===== config.mk =====
export PLATFORM = sky130hd
export DESIGN_NAME = ppg_timer
export DESIGN_NICKNAME = d
export VERILOG_FILES = /design/src/rtl/ppg_timer.sv
export SDC_FILE = /design/constraint.sdc
export NUM_CORES = 1
export LEC_CHECK = 0
export BUFFER_PORTS_ARGS = -buffer_cell sky130_fd_sc_hd__buf_2
export CORE_ASPECT_RATIO = 2
export CORE_UTILIZATION = 54
export DETAILED_ROUTE_END_ITERATION = 10
export GPL_TIMING_DRIVEN = 0
export PLACE_DENSITY_LB_ADDON = 0.25
export SYNTH_ARGS = -nofsm -noshare
export SYNTH_HDL_FRONTEND = slang
export SYNTH_SLANG_ARGS = --single-unit

===== constraint.sdc =====
create_clock -name clk -period 1.9 [get_ports clk]
set_input_delay 0.285 -clock clk [delete_from_list [all_inputs] [get_ports clk]]
set_output_delay 0.285 -clock clk [all_outputs]
set_load 0.01 [all_outputs]

===== src/rtl/ppg_timer.sv =====
module ppg_timer #(
  parameter int W = 16
) (
  input  logic         clk,
  input  logic         rst_n,
  input  logic         wr_en,
  input  logic [1:0]   wr_sel,
  input  logic [W-1:0] wr_data,
  input  logic         run,
  input  logic         ext_in,
  input  logic         tick_div1,
  input  logic         tick_div4,
  input  logic         tick_div16,
  output logic         period_irq,
  output logic         pulse_out
);
  localparam int CW = 5;
  localparam int B_DUTY_EN = 2;
  localparam int B_CYC_EN  = 3;
  localparam int B_DBUF    = 4;
  localparam int B_FORCE   = 5;

  logic [CW-1:0] ctrl_q;
  logic [W-1:0]  cnt_q, duty_q, dbuf_q, cyc_q;
  logic          tff_q, irq_q, ext_q, tick;

  always_comb begin
    case (ctrl_q[1:0])
      2'd0:    tick = ext_in & ~ext_q;
      2'd1:    tick = tick_div1;
      2'd2:    tick = tick_div4;
      default: tick = tick_div16;
    endcase
  end

  wire step      = run & tick;
  wire duty_hit  = step & (cnt_q == duty_q);
  wire cyc_hit   = step & (cnt_q == cyc_q);
  wire flip      = (ctrl_q[B_DUTY_EN] & duty_hit) | (ctrl_q[B_CYC_EN] & cyc_hit);
  wire wr_ctrl   = wr_en & (wr_sel == 2'd0);
  wire wr_duty   = wr_en & (wr_sel == 2'd1);
  wire wr_cyc    = wr_en & (wr_sel == 2'd2);
  wire force_low = wr_ctrl & wr_data[B_FORCE];

  always_ff @(posedge clk) begin
    if (!rst_n) begin
      ctrl_q <= '0;
      cnt_q  <= '0;
      duty_q <= '0;
      dbuf_q <= '0;
      cyc_q  <= '0;
      tff_q  <= 1'b0;
      irq_q  <= 1'b0;
      ext_q  <= 1'b0;
    end else begin
      ext_q <= ext_in;
      irq_q <= cyc_hit;
      if (!run)         cnt_q <= '0;
      else if (cyc_hit) cnt_q <= '0;
      else if (step)    cnt_q <= cnt_q + 1'b1;
      if (force_low)    tff_q <= 1'b0;
      else if (flip)    tff_q <= ~tff_q;
      if (wr_ctrl)      ctrl_q <= wr_data[CW-1:0];
      if (wr_cyc)       cyc_q <= wr_data;
      if (wr_duty)      dbuf_q <= wr_data;
      if (wr_duty && !ctrl_q[B_DBUF])      duty_q <= wr_data;
      else if (cyc_hit && ctrl_q[B_DBUF])  duty_q <= dbuf_q;
    end
  end

  assign period_irq = irq_q;
  assign pulse_out  = tff_q;

  AST_IRQ_AT_ZERO: assert property (@(posedge clk) disable iff (!rst_n)
    irq_q |-> (cnt_q == '0));
  AST_STOP_CLEARS: assert property (@(posedge clk) disable iff (!rst_n)
    !run |=> (cnt_q == '0) && !irq_q);
  AST_IDLE_HOLDS: assert property (@(posedge clk) disable iff (!rst_n)
    (run && !tick) |=> $stable(cnt_q));
  AST_OUT_QUIET: assert property (@(posedge clk) disable iff (!rst_n)
    (!step && !force_low) |=> $stable(tff_q));
  AST_FORCE_LOW: assert property (@(posedge clk) disable iff (!rst_n)
    force_low |=> !tff_q);
  AST_DUTY_BUFFERED: assert property (@(posedge clk) disable iff (!rst_n)
    (ctrl_q[B_DBUF] && !cyc_hit) |=> $stable(duty_q));
endmodule


==> metrics.csv <==
metric;value;unit
hpwl;7048;µm
syn_inst;421;
yosysSeqAreaShare;0.4058;
drtIter0Drc;132;
ys_warn_count;0;
finalCritPeriodShare;1.031;
outcome;complete, but fails checks;
vias;3276;
cts_buffers;9;
drive_gt1_frac;0.2290;
wl;10130;µm
tightest_slew;1.064;ns
overflow;0;
setup_violations;25;
min_path_type;primary input to flop;
clkTransAtPathRegs;0.06;ns
endpoint_kind;flop;
first_pass_iters;4;
nNetsFinal;498;
cts_hold_buf;0;
clkPwrFrac;0.461;
clock_path_buffers;2;
critPathKind;flop to flop;
vias_per_cell;5.829;
min_to;ext_q$_SDFF_PN0_;
netlist_top_cells_area;dfxtp_1 41%, xnor2_1 11%, nand2_1 8.7%, a21boi_0 6.8%, nor2_1 2.6%;
fill_cells;474;
maxSlewHeadroom;0.2908;
start_util;0.5630;
antenna_found_initial;0;
postSynthNetCount;448;
setup-tns-final;-0.8207;ns
grt_max_degree;12;
power_density;862.9;nW/µm²
p_int;2.955;mW
r2r_slack;-0.06;ns
grt_first_pass_wirelength;15540;µm
drv_cap;0;
p_sw;0.9695;mW
worstPathRequired;2.13;ns
port_buffers;27;
syn-mean-instance-area;8.437;µm²
rsz0062_at_grt;yes;
layout_commonest_cell;nand2_1;
p_comb_frac;0.132;
critPathMaxFanout;7;
synth-async-reset-ratio;0;
rr_endpoint;cnt_q[11]$_SDFFE_PP0P_;
synth.top_cell.area_share;0.4058;
r2r_start;cnt_q[3]$_SDFFE_PP0P_;
netlist_area;3552;µm²
postRouteAntennaNets;0;
peakVddDrop;0.0008866;V
avgRoutedWirePerCell;18.02;µm
die-area;6926;µm²
cts.sinks;72;
cts_tree;done;
crit_chain;clkbuf_4 -> xnor2_2 -> nand4_1 -> or3_4 -> buf_8 -> o211ai_4 -> buf_4 -> nor2_1;
max_stage_delay;0.37;ns
ys_types;44;
root_buffer;clkbuf_16;
leakagePower;1.515;nW
area_growth;28.04;%
grt_pass1_vias;3277;
cp_slowest_cell;or3_4;
cp.arrival;2.19;ns
route.detailed.drc;0;
grt_usage;0.3063;
dieWidth;59.35;µm
fin_ws;-0.05817;ns
rows;41;
synth_top_area_cell;dfxtp_1;
p_sw_frac;0.2470;
synth_edf_count;0;
yosys_register_bits;72;
multi_input_area;2191;µm²
slew_viol_final;0;
start_kind;flop;
synth_ff_type;dfxtp_1;
rr_worst_depth;8;
hp-start;ext_in;
diodes;0;
design.core.area;6310;µm²
die_y;116.7;µm
skew;0.006221;ns
htreeDepth;3;
max_freq;510.7;MHz
clk_latency;0.34;ns
gp_congestion;0.9668;
min_path_cells;2;
seq_area;1454;µm²
min_period;1.958;ns
hold_viol;0;
pin_count;28;
dpl-instance-area;3795;µm²
fin_area;4548;µm²
failed_checks;setup timing;
seqPwrFrac;0.407;
mostFrequentLayoutCells;82 x nand2_1, 64 x dfxtp_1, 39 x xnor2_1;
-- per-layer routing --
metal | global-route usage | part of all wire | up-vias
met4 | 0.2524 | 0.076 | 0
li1 | - | - | 1558
met5 | 0 | 0 | -
met1 | 0.3138 | 0.35 | 1555
met3 | 0.05980 | 0.041 | 54
met2 | 0.5191 | 0.53 | 109
-- cells in the mapped netlist (all sizes together), types with 3 or more instances --
library cell,number
nor2b,5
xnor2,46
clkbuf,19
nand3b,3
nand4,15
mux2i,5
inv,6
nor3,16
nand3,8
buf,13
nor4,7
a311oi,4
dfxtp,72
nand2,82
o31ai,10
nor2,25
o21a,6
a31oi,10
a21boi,32
o21ai,12
-- state kept, by name, summed over array words and instances (netlist names) --
| name | count |
|---|---|
| duty_q | 16 |
| period_irq | 1 |
| cyc_q | 16 |
| pulse_out | 1 |
| cnt_q | 16 |
| dbuf_q | 16 |
| ctrl_q | 5 |
| ext_q | 1 |
-- what timing repair did --
item | CTS | global route
cloned | 0 | 2
setup endpoints to repair | 33 | 32
pin swaps | 7 | 23
setup buffers | 8 | 4
gates resized for setup | 17 | 55
-- worst max-delay path, delay by kind of cell, from the launching register on --
kind | cells | cell delay, ns
buffers and inverters | 3 | 0.52
flip-flops | 1 | 0.30
XOR/XNOR | 1 | 0.21
AO/OA/AOI/OAI | 1 | 0.24
AND/OR/NAND/NOR | 3 | 0.58
-- worst max path at each step --
stage | startpoint | to | slack (ns)
after global placement | cnt_q[12]$_SDFFE_PP0P_ | duty_q[1]$_SDFFE_PN0P_ | -0.29
final | cnt_q[3]$_SDFFE_PP0P_ | cnt_q[11]$_SDFFE_PP0P_ | -0.06
after CTS | cnt_q[12]$_SDFFE_PP0P_ | duty_q[9]$_SDFFE_PN0P_ | -0.009
after floorplan | cnt_q[2]$_SDFFE_PP0P_ | duty_q[11]$_SDFFE_PN0P_ | 0.1
after detailed placement | cnt_q[12]$_SDFFE_PP0P_ | duty_q[9]$_SDFFE_PN0P_ | -0.31
after global routing | cnt_q[1]$_SDFFE_PP0P_ | duty_q[9]$_SDFFE_PN0P_ | -0.13
-- power groups by stage --
stage                     sequential, mW  clock (mW)  combinational, mW
after floorplan                     1.61           0              0.254
after global placement              1.62           0              0.370
after detailed placement            1.62           0              0.381
after CTS                           1.59        1.81              0.415
after global routing                1.60        1.89              0.550
final                               1.60        1.81              0.518
-- metrics by stage --
step | cells | hold slack, ns | setup WS, ns | power (mW) | utilization
after global placement | 534 | 0.4499 | -0.2935 | 1.991 | 0.6014
final | 562 | 0.1690 | -0.05817 | 3.924 | 0.7208
after global routing | 562 | 0.1861 | -0.1271 | 4.040 | 0.7208
after CTS | 556 | 0.1576 | -0.009441 | 3.817 | 0.6708
after detailed placement | 534 | 0.4621 | -0.3107 | 2.003 | 0.6014
after floorplan | 421 | 0.4067 | 0.09939 | 1.868 | -
-- cells by family after synthesis --
| logic type | Yosys count | share of synthesized area |
|---|---|---|
| AO/OA/AOI/OAI | 84 | 0.1726 |
| adder cells (fa/ha/maj) | 1 | 0.003522 |
| XOR/XNOR | 47 | 0.1159 |
| AND/OR/NAND/NOR | 173 | 0.2318 |
| flip-flops | 72 | 0.4058 |
| buffers and inverters | 38 | 0.05318 |
| multiplexers | 6 | 0.01726 |
-- final cells by class --
type                    count  share of cell area
well taps                  86             0.02366
inverters                   6            0.004952
clock buffers              13             0.05502
multi-input cells         311              0.4817
plain buffers              30             0.04429
clock inverters             3             0.01431
repair buffers             41             0.05640
flip-flops and latches     72              0.3197
(Power assumes the default switching activity.)
